===== src/rtl/segld_pkg.sv =====
package segld_pkg;

    typedef enum logic [2:0] {
        ST_IDLE  = 3'd0,
        ST_COPY  = 3'd1,
        ST_PAD   = 3'd2,
        ST_FILL  = 3'd3,
        ST_FLUSH = 3'd4
    } seg_state_e;

    localparam logic SEL_IMEM = 1'b1;
    localparam logic SEL_DMEM = 1'b0;

endpackage


===== src/rtl/segld_desc.sv =====
module segld_desc
    import segld_pkg::*;
#(
    parameter int PADDR_W   = 32,
    parameter int SIZE_W    = 16,
    parameter int WOFF_BITS = 20,
    localparam int ADDR_W   = WOFF_BITS + 2
) (
    input  logic [PADDR_W-1:0] paddr,
    input  logic [SIZE_W-1:0]  file_size,
    input  logic [SIZE_W-1:0]  mem_size,
    input  logic               exec,
    output logic [ADDR_W-1:0]  base_addr,
    output logic               reject,
    output seg_state_e         first_state
);

    // Word address to byte address: keep the low word bits, times four.
    assign base_addr = {paddr[WOFF_BITS-1:0], 2'b00};

    generate
        if (PADDR_W > WOFF_BITS) begin : g_hi_bits
            logic unused_hi;
            assign unused_hi = ^paddr[PADDR_W-1:WOFF_BITS];
        end
    endgenerate

    assign reject = (file_size > mem_size);

    always_comb begin
        if (exec) begin
            first_state = (file_size == '0) ? ST_FLUSH : ST_COPY;
        end else if (file_size != '0) begin
            first_state = ST_COPY;
        end else if (mem_size != '0) begin
            first_state = ST_FILL;
        end else begin
            first_state = ST_FLUSH;
        end
    end

endmodule


===== src/rtl/segld_wport.sv =====
module segld_wport #(
    parameter int ADDR_W = 22,
    parameter int DATA_W = 8
) (
    input  logic              clk,
    input  logic              rst_n,
    input  logic              issue,
    input  logic              issue_sel,
    input  logic [ADDR_W-1:0] issue_addr,
    input  logic [DATA_W-1:0] issue_data,
    input  logic              wr_stall,
    output logic              slot_free,
    output logic              wr_en,
    output logic              wr_sel,
    output logic [ADDR_W-1:0] wr_addr,
    output logic [DATA_W-1:0] wr_data
);

    typedef struct packed {
        logic              en;
        logic              sel;
        logic [ADDR_W-1:0] addr;
        logic [DATA_W-1:0] data;
    } wp_t;

    wp_t w_d, w_q;

    always_comb begin
        slot_free = !w_q.en || !wr_stall;
        w_d       = w_q;
        if (issue) begin
            w_d.en   = 1'b1;
            w_d.sel  = issue_sel;
            w_d.addr = issue_addr;
            w_d.data = issue_data;
        end else if (slot_free) begin
            w_d.en = 1'b0;
        end
    end

    always_ff @(posedge clk or negedge rst_n) begin
        if (!rst_n) begin
            w_q <= '0;
        end else begin
            w_q <= w_d;
        end
    end

    assign wr_en   = w_q.en;
    assign wr_sel  = w_q.sel;
    assign wr_addr = w_q.addr;
    assign wr_data = w_q.data;

    // a stalled write is held unchanged.
    a_r6_hold_on_stall: assert property (@(posedge clk) disable iff (!rst_n)
        (w_q.en && wr_stall) |=> (w_q.en && $stable(w_q.addr)
                                  && $stable(w_q.data) && $stable(w_q.sel)));

    // the sequencer never issues into an occupied, stalled slot.
    a_r6_issue_needs_room: assert property (@(posedge clk) disable iff (!rst_n)
        issue |-> (!w_q.en || !wr_stall));

endmodule


===== src/rtl/segld_seq.sv =====
module segld_seq
    import segld_pkg::*;
#(
    parameter int SIZE_W = 16,
    parameter int ADDR_W = 22,
    parameter int GROUP  = 3,
    localparam int GRP_W = (GROUP > 2) ? $clog2(GROUP) : 1
) (
    input  logic              clk,
    input  logic              rst_n,
    input  logic              start,
    input  logic              seg_exec,
    input  logic [SIZE_W-1:0] file_size,
    input  logic [SIZE_W-1:0] mem_size,
    input  logic [ADDR_W-1:0] base_addr,
    input  logic              reject,
    input  seg_state_e        first_state,
    input  logic              in_valid,
    input  logic [7:0]        in_data,
    output logic              in_ready,
    input  logic              slot_free,
    output logic              issue,
    output logic              issue_sel,
    output logic [ADDR_W-1:0] issue_addr,
    output logic [7:0]        issue_data,
    output logic              busy,
    output logic              done,
    output logic              seg_err
);

    typedef struct packed {
        seg_state_e        state;
        logic              exec;
        logic [ADDR_W-1:0] addr;
        logic [SIZE_W-1:0] file;
        logic [SIZE_W-1:0] mem;
        logic [SIZE_W-1:0] src;
        logic [SIZE_W-1:0] tot;
        logic [GRP_W-1:0]  grp;
        logic              done;
        logic              err;
    } seq_t;

    seq_t s_d, s_q;

    logic [SIZE_W-1:0] src_inc;
    logic [SIZE_W-1:0] tot_inc;
    logic              last_src;
    logic              group_full;

    assign src_inc    = s_q.src + SIZE_W'(1);
    assign tot_inc    = s_q.tot + SIZE_W'(1);
    assign last_src   = (src_inc == s_q.file);
    assign group_full = (s_q.grp == GRP_W'(GROUP - 1));

    always_comb begin
        s_d        = s_q;
        s_d.done   = 1'b0;
        s_d.err    = 1'b0;
        issue      = 1'b0;
        issue_data = 8'h00;
        in_ready   = 1'b0;

        case (s_q.state)
            ST_IDLE: begin
                if (start) begin
                    if (reject) begin
                        s_d.err = 1'b1;
                    end else begin
                        s_d.state = first_state;
                        s_d.exec  = seg_exec;
                        s_d.addr  = base_addr;
                        s_d.file  = file_size;
                        s_d.mem   = mem_size;
                        s_d.src   = '0;
                        s_d.tot   = '0;
                        s_d.grp   = '0;
                    end
                end
            end

            ST_COPY: begin
                in_ready = slot_free;
                if (in_valid && slot_free) begin
                    issue      = 1'b1;
                    issue_data = in_data;
                    s_d.addr   = s_q.addr + ADDR_W'(1);
                    s_d.src    = src_inc;
                    s_d.tot    = tot_inc;
                    if (s_q.exec) begin
                        if (group_full) begin
                            s_d.grp   = '0;
                            s_d.state = ST_PAD;
                        end else begin
                            s_d.grp = s_q.grp + GRP_W'(1);
                            if (last_src) begin
                                s_d.state = ST_FLUSH;
                            end
                        end
                    end else if (last_src) begin
                        s_d.state = (tot_inc == s_q.mem) ? ST_FLUSH : ST_FILL;
                    end
                end
            end

            ST_PAD: begin
                if (slot_free) begin
                    issue     = 1'b1;
                    s_d.addr  = s_q.addr + ADDR_W'(1);
                    s_d.state = (s_q.src == s_q.file) ? ST_FLUSH : ST_COPY;
                end
            end

            ST_FILL: begin
                if (slot_free) begin
                    issue    = 1'b1;
                    s_d.addr = s_q.addr + ADDR_W'(1);
                    s_d.tot  = tot_inc;
                    if (tot_inc == s_q.mem) begin
                        s_d.state = ST_FLUSH;
                    end
                end
            end

            ST_FLUSH: begin
                if (slot_free) begin
                    s_d.done  = 1'b1;
                    s_d.state = ST_IDLE;
                end
            end

            default: begin
                s_d.state = ST_IDLE;
            end
        endcase
    end

    always_ff @(posedge clk or negedge rst_n) begin
        if (!rst_n) begin
            s_q <= '0;
        end else begin
            s_q <= s_d;
        end
    end

    assign issue_sel  = s_q.exec ? SEL_IMEM : SEL_DMEM;
    assign issue_addr = s_q.addr;
    assign busy       = (s_q.state != ST_IDLE);
    assign done       = s_q.done;
    assign seg_err    = s_q.err;

    // the latched descriptor does not change while a segment runs.
    a_r9_desc_frozen: assert property (@(posedge clk) disable iff (!rst_n)
        (busy && $past(busy)) |-> ($stable(s_q.file) && $stable(s_q.mem)
                                   && $stable(s_q.exec)));

    // padding happens only inside executable segments.
    a_r5_pad_only_exec: assert property (@(posedge clk) disable iff (!rst_n)
        (s_q.state == ST_PAD) |-> s_q.exec);

    // bytes are offered to the stream only with room downstream.
    a_r6_ready_has_room: assert property (@(posedge clk) disable iff (!rst_n)
        in_ready |-> slot_free);

endmodule


===== src/rtl/seg_image_packer.sv =====
module seg_image_packer
    import segld_pkg::*;
#(
    parameter int PADDR_W   = 32,
    parameter int SIZE_W    = 16,
    parameter int WOFF_BITS = 20,
    parameter int GROUP     = 3,
    localparam int ADDR_W   = WOFF_BITS + 2
) (
    input  logic               clk,
    input  logic               rst_n,
    input  logic               seg_start,
    input  logic [PADDR_W-1:0] seg_paddr,
    input  logic [SIZE_W-1:0]  seg_file_size,
    input  logic [SIZE_W-1:0]  seg_mem_size,
    input  logic               seg_exec,
    output logic               busy,
    input  logic               in_valid,
    input  logic [7:0]         in_data,
    output logic               in_ready,
    output logic               wr_en,
    output logic               wr_sel,
    output logic [ADDR_W-1:0]  wr_addr,
    output logic [7:0]         wr_data,
    input  logic               wr_stall,
    output logic               done,
    output logic               seg_err
);

    logic [ADDR_W-1:0] base_addr;
    logic              reject;
    seg_state_e        first_state;
    logic              slot_free;
    logic              issue;
    logic              issue_sel;
    logic [ADDR_W-1:0] issue_addr;
    logic [7:0]        issue_data;

    segld_desc #(
        .PADDR_W  (PADDR_W),
        .SIZE_W   (SIZE_W),
        .WOFF_BITS(WOFF_BITS)
    ) u_desc (
        .paddr      (seg_paddr),
        .file_size  (seg_file_size),
        .mem_size   (seg_mem_size),
        .exec       (seg_exec),
        .base_addr  (base_addr),
        .reject     (reject),
        .first_state(first_state)
    );

    segld_seq #(
        .SIZE_W(SIZE_W),
        .ADDR_W(ADDR_W),
        .GROUP (GROUP)
    ) u_seq (
        .clk        (clk),
        .rst_n      (rst_n),
        .start      (seg_start),
        .seg_exec   (seg_exec),
        .file_size  (seg_file_size),
        .mem_size   (seg_mem_size),
        .base_addr  (base_addr),
        .reject     (reject),
        .first_state(first_state),
        .in_valid   (in_valid),
        .in_data    (in_data),
        .in_ready   (in_ready),
        .slot_free  (slot_free),
        .issue      (issue),
        .issue_sel  (issue_sel),
        .issue_addr (issue_addr),
        .issue_data (issue_data),
        .busy       (busy),
        .done       (done),
        .seg_err    (seg_err)
    );

    segld_wport #(
        .ADDR_W(ADDR_W),
        .DATA_W(8)
    ) u_wport (
        .clk       (clk),
        .rst_n     (rst_n),
        .issue     (issue),
        .issue_sel (issue_sel),
        .issue_addr(issue_addr),
        .issue_data(issue_data),
        .wr_stall  (wr_stall),
        .slot_free (slot_free),
        .wr_en     (wr_en),
        .wr_sel    (wr_sel),
        .wr_addr   (wr_addr),
        .wr_data   (wr_data)
    );

    // a refused descriptor leaves the block idle with nothing to write.
    a_r8_reject_silent: assert property (@(posedge clk) disable iff (!rst_n)
        seg_err |-> (!busy && !wr_en));

    // completion is only signalled once the write stage is empty.
    a_r7_done_drained: assert property (@(posedge clk) disable iff (!rst_n)
        done |-> (!wr_en && !busy));

endmodule


===== config.mk =====
export PLATFORM = sky130hd
export DESIGN_NAME = seg_image_packer
export DESIGN_NICKNAME = d
export VERILOG_FILES = /design/src/rtl/segld_pkg.sv /design/src/rtl/segld_desc.sv /design/src/rtl/segld_wport.sv /design/src/rtl/segld_seq.sv /design/src/rtl/seg_image_packer.sv
export SDC_FILE = /design/constraint.sdc
export NUM_CORES = 1
export LEC_CHECK = 0
export ABC_AREA = 1
export BUFFER_PORTS_ARGS = -buffer_cell sky130_fd_sc_hd__buf_2
export CORE_ASPECT_RATIO = 1.1
export CORE_MARGIN = 5
export CORE_UTILIZATION = 52
export CTS_CLUSTER_DIAMETER = 30
export DETAILED_ROUTE_END_ITERATION = 6
export GPL_ROUTABILITY_DRIVEN = 0
export PLACE_DENSITY = 0.74
export SYNTH_ARGS = -nofsm -noshare
export SYNTH_HDL_FRONTEND = slang
export SYNTH_SLANG_ARGS = --single-unit

===== constraint.sdc =====
create_clock -name clk -period 1.86 [get_ports clk]
set_input_delay 0.186 -clock clk [delete_from_list [all_inputs] [get_ports clk]]
set_output_delay 0.186 -clock clk [all_outputs]
set_load 0.005 [all_outputs]

Yosys cells after proc, flatten, opt, wreduce, memory -nomap -nowiden
Index checks and enable logic that the tools add are counted.

Register bits: 126. Latch bits: 0. Bits in writable memories: 0. Memory bits (read-only): 0. Input bits: 78. Output and inout port bits: 36. Word-level logic and storage cells: 100. Memories kept: 0.

Add/subtract/negate cells: 4. Multipliers: 0. Div/mod/pow operators: 0. $lt $le $gt $ge: 1. Equality and inequality tests: 19. Shift operators: 0. Multiplexer cells: 41. Bitwise operators: 1. Reductions and logical operators: 20.

Operator list (number): $mux W92 (2); $pmux W22 S3 (1); $eq A16 B16 Y1 (3); $pmux W16 S3 (1); $mux W3 (15); $mux W22 (2); $mux W34 (1); $add A16 B1 Y16 const B (2); $pmux W16 S2 (1); $reduce_bool A16 Y1 (2); $add A22 B1 Y22 const B (1); $gt A16 B16 Y1 (1); $logic_not A16 Y1 (1); $mux W16 (1); $mux W8 (2); $pmux W3 S5 (1); $reduce_and A5 Y1 (3); $ne A2 B1 Y1 const B (7); $mux W1 (10); $reduce_and A9 Y1 (1); $reduce_bool A3 Y1 (3); $eq A3 B2 Y1 const B (2); $ne A3 B1 Y1 const B (2); $mux W2 (2); 16 further kinds (19).

Depth between registers and ports, before layout
Word-level depth: 7. Gate-level depth with buffers: 20. Mapped depth without buffers: 19.

Cells and area by module
A second synthesis with hierarchy kept.

Cells, all modules: 1127. Area total of the unflattened synthesis: 7976.4 um^2.

Modules (own cells, without submodules): segld_seq (times used 1, cells each 873, area each 6067.1 um^2, seq. area each 2352.3 um^2); segld_wport (times used 1, cells each 134, area each 1191.1 um^2, seq. area each 800.8 um^2); segld_desc (times used 1, cells each 120, area each 718.2 um^2, seq. area each 0.0 um^2).

Worst setup path before layout
Ideal clock, no wire load.

Path kind: input-to-reg. Start: in seg_mem_size[7]. End: reg u_seq.s_q[6] in the netlist's numbering. Library setup time: 0.118 ns. Arrival time: 1.745 ns. Required time: 1.742 ns. Setup slack: -0.003 ns. Stages on the path: 18. Path buffers: 1. Path through: inv_1 > ha_1 > nand2_1 > inv_1 > nor2_1 > o21a_1 > nand2_1 > nand2_1 > nand2_1 > nand3_1 > nand2_1 > inv_2 > nand3_4 > nor2_4 > inv_2 > buf_4 > nand2_1 > nand2_1.

Longest elaborated chain between the ends: 3.

Ends and longest elaborated chain: from (decl) (line seg_image_packer.sv:15) `input logic [SIZE_W-1:0] seg_mem_size,`; $gt A16 B16 Y1 (line segld_desc.sv:28) `assign reject = (file_size > mem_size);`; $ne A2 B2 Y1 (no line); $reduce_and A5 Y1 (no line); to (signal assigned) (line segld_seq.sv:140) `s_q <= '0;`; to (signal assigned) (line segld_seq.sv:142) `s_q <= s_d;`; to (decl) (line segld_seq.sv:44) `seq_t s_d, s_q;`.

Every way passes these cells. A chain may end at the register's enable or synchronous reset.

Final worst setup path
Start: reg u_seq.s_q[4] in the netlist's numbering. End: reg u_seq.s_q[92] in the netlist's numbering.

Longest elaborated chain between the ends: 7. Elaborated cells on any way between the ends: 9. Those cells by class: add/sub (1); eq/ne (2); mux (5); reduce/logical (1).

Ends and longest elaborated chain: $add A16 B1 Y16 (*) (line segld_seq.sv:52) `assign tot_inc = s_q.tot + SIZE_W'(1);`; $eq A16 B16 Y1 (*) (line segld_seq.sv:101, segld_seq.sv:119); $mux W3 (line segld_seq.sv:101) `s_d.state = (tot_inc == s_q.mem) ? ST_FLUSH : ST_FILL;`; $mux W3 (line segld_seq.sv:100) `end else if (last_src) begin`; $mux W3 (line segld_seq.sv:90) `if (s_q.exec) begin`; $mux W3 (line segld_seq.sv:84) `if (in_valid && slot_free) begin`; $pmux W3 S5 (line segld_seq.sv:64) `case (s_q.state)`.

Every way passes the cells marked *; elsewhere a longest branch is shown, timed or not. The select of a mux whose other input is x is not followed.

==> run_results.csv <==
group,metric,value,unit
critical_path,worstSetupEndpointType,"flop",
timing,final-hold-violation-count,0,
critical_path,crit_end,"u_seq.s_q[92]",
logic_synthesis,synthCells,1086,
routing,antenna_left,0,
logic_synthesis,synth_nets,1183,
logic_synthesis,synth_xor_area_frac,0.03817,
logic_synthesis,yosys.area_share.simple,0.3461,
routing,drc_errors,0,
logic_synthesis,ys_ff_latch,126,
timing,period_needed,2105,ps
floorplanning,die_x,126.1,um
pwr,p_comb_frac,0.457,
layout,diodes,0,
critical_path,reg2reg_depth,15,
logic_synthesis,synthAdderAreaFrac,0.03086,
timing,worst_slew_pin_slew,779.1,ps
timing,slew_headroom,0.4806,
routing,route.vias.total,8350,
cts,cts_tree,"yes",
critical_path,r2r_start,"u_seq.s_q[4]",
logic_synthesis,avgSynthCellArea,7.094,um2
global_routing,overflow,0,
pwr,netSwitchingFraction,0.4059,
cts,cts_sinks,126,
logic_synthesis,synth_compound_area_frac,0.09583,
layout,fillers,1109,
pwr,p_seq_frac,0.296,
layout,syn_to_final_growth,39.40,%
global_routing,track_usage,0.2842,
cts,cts_root_buffer,"clkbuf_16",
pwr,total_power,15.07,mW
outcome,outcome,"finished, violations left",
global_routing,grt_pass1_vias,8247,
critical_path,start_kind,"flop",
floorplanning,start_util,0.5311,
cts,clock_latency,420,ps
critical_path,worstReg2RegEnd,"u_seq.s_q[92]",
floorplanning,coreArea,0.01450,mm2
hold_path,hold_path.class,"in -> reg",
floorplanning,die_area,0.01735,mm2
logic_synthesis,muxShareOfSynthArea,0,
pwr,powerDensity,1403,mW/mm2
critical_path,crit_path_max_fanout,7,
logic_synthesis,synth_cell_types,39,
routing,routedWlPerCell,15.64,um
routing,drt-total-wl,24.33,mm
timing,fin_skew,7.766,ps
timing,maxSlewViolCount,0,
run,drv_cap,0,
placed_design,io_buffers,101,
cts,h-tree-depth,4,
routing,drt-vias-per-instance,5.370,
pwr,p_sw,6.117,mW
routing,drt_iter0_markers,728,
timing,rsz0062_at_grt,"yes",
floorplanning,fp-row-count,46,
floorplanning,io_pins,114,
floorplanning,fp.dieH,137.7,um
logic_synthesis,yosysSeqAreaShare,0.4093,
placed_design,dp_slack,-283.3,ps
critical_path,cp.arrival,2460,ps
placed_design,dpl.hpwl,17.10,mm
timing,setup_viol_count_final,10,
pwr,vdd_ir_drop_max,0.0008739,V
pwr,intPower,8.953,mW
critical_path,startpoint,"u_seq.s_q[4]",
cts,cts_buffers,17,
global_routing,grt_max_degree,58,
logic_synthesis,synth_top_family_by_area,"simple AND/OR/NAND/NOR gates",
critical_path,rrSetupSlack,-240,ps
outcome,violations,"setup timing",
pwr,p_clk_frac,0.247,
timing,fin_ws,-244.6,ps
critical_path,critical_path_class,"reg -> reg",
timing,max_clock_freq,0.4752,GHz
critical_path,cp.required,2220,ps
timing,post-route-period-util,1.131,
layout,nets,1447,
routing,dr.pass1.iters,6,
logic_synthesis,yosysWarnings,0,
global_routing,grt_pass1_wl,39.30,mm
pwr,p_leak,5.664,nW
global_routing,antenna_found_initial,1,
cts,cts_max_path_buffers,2,
cts,clk_pin_slew_worst_paths,60,ps
layout,layout-drive-gt1-share,0.2795,
logic_synthesis,syn-cell-area,0.007704,mm2
-- layout by cell type, fill, tap and decap left out, drive strengths merged --
master,count
a21oi,22
a22o,8
a31oi,1
and2,1
buf,262
bufinv,5
clkbuf,19
clkinv,5
clkinvlp,1
dfrtp,126
dlygate4sd3,9
ha,19
inv,133
nand2,390
nand3,91
nand3b,5
nand4,21
nor2,92
nor3,10
nor4,8
o21a,5
o21ai,84
o21bai,4
o31ai,7
o41ai,1
or2,2
xnor2,8
xnor3,1
xor2,23
-- worst min path at each step --
stage | from | to | slack [ps] | depth (start not counted)
floorplan | rst_n | u_seq.done | -110 | 0
global placement | rst_n | u_wport.wr_addr[12] | 140 | 1
detailed placement | rst_n | u_wport.wr_addr[12] | 140 | 1
CTS | seg_mem_size[3] | u_seq.s_q[39] | 30 | 3
global route | seg_mem_size[3] | u_seq.s_q[39] | 40 | 3
finish | seg_mem_size[4] | u_seq.s_q[40] | 40 | 3
-- synthesized netlist by cell type (all sizes together) --
cell type,n,share of area
xnor3,1,0.0029
nor2,92,0.053
buf,13,0.0091
or2,2,0.0016
ha,19,0.031
nand3b,5,0.0049
inv,131,0.064
o41ai,1,0.0011
a21oi,21,0.014
nand4,21,0.017
nand3,91,0.062
dfrtp,126,0.41
nand2,390,0.19
o31ai,7,0.0068
o21a,5,0.0049
and2,1,0.00081
xor2,23,0.026
nor4,8,0.0065
xnor2,8,0.0091
o21bai,4,0.0044
a22o,8,0.0091
nor3,10,0.0071
a31oi,1,0.00081
clkbuf,14,0.0068
o21ai,84,0.055
-- final cells by class --
cell class	instances	area (um2)	area share
Timing Repair Buffer	271	1922	0.1790
Tap cell	192	240.2	0.02237
Clock buffer	19	442.9	0.04124
Sequential cell	126	3156	0.2938
Inverter	131	494.2	0.04602
Multi-Input combinational cell	803	4273	0.3979
Clock inverter	13	211.5	0.01969
-- state kept, by name, indices dropped and copies added (netlist names) --
signal            count
u_seq.seg_err         1
u_wport.wr_sel        1
u_seq.s_q            70
u_wport.wr_en         1
u_seq.done            1
u_wport.wr_data       8
u_seq.issue_addr     22
u_wport.wr_addr      22
-- layer usage --
layer  vias to the layer above  share of wire  wire length, um  GRT usage
li1                       4012              -                -          -
met2                       344           0.50            12120     0.4917
met3                        75          0.065             1591    0.05894
met1                      3917           0.40             9658     0.3422
met4                         2          0.039              944     0.1305
met5                         -        0.00045               11          0
-- metrics by stage --
step           hold slack (ps)  TNS (ps)  std cells  utilization  instance area, um2
4_1_cts                  32.17    -338.3       1550       0.7253               10520
5_1_grt                  35.01     -4040       1555       0.7404               10740
3_5_place_dp             139.2    -20140       1496       0.6565                9522
6_report                 44.97    -876.9       1555       0.7404               10740
2_1_floorplan           -109.6         0       1086            -                7711
3_3_place_gp             135.9    -15080       1496       0.6565                9522
-- worst max-delay path, stage by stage (launching register included) --
cell and delay, ps:
dfrtp_1 360, ha_2 220, nand2_2 80, nor2_4 240
nand2_1 100, nand2_2 80, nand2_1 90, nand2_1 80
nand3_1 110, nor2_4 170, nand2_1 80, nor2_2 110
nor2_2 60, nor2_4 120, nand2_1 70, nand2_1 60
-- power groups by stage --
| stage | logic [mW] | registers [mW] | clock network, mW |
|---|---|---|---|
| after CTS | 6.59 | 4.41 | 3.75 |
| after global placement | 6.15 | 4.41 | 0 |
| after global routing | 7.64 | 4.57 | 3.91 |
| after detailed placement | 6.29 | 4.41 | 0 |
| after floorplan | 3.65 | 4.35 | 0 |
| final | 6.89 | 4.46 | 3.72 |
-- cells by family (layout without fill, tap and decap cells) --
| family | Yosys count | after routing |
|---|---|---|
| buffers and inverters | 158 | 434 |
| and+or+nand+nor | 620 | 620 |
| DFF | 126 | 126 |
| AOI/OAI and AO/OA | 131 | 132 |
| xor gates and xnor gates | 32 | 32 |
| adders and majority gates | 19 | 19 |
-- repair_timing --
item,in CTS,in global routing
gates resized for setup,44,48
endpoints found under the setup margin,47,63
setup buffers,11,6
gates cloned,2,0
pin swaps,17,20
endpoints found under the hold margin,33,0
hold buffers,9,0
Power figures use the tool's default switching activity.
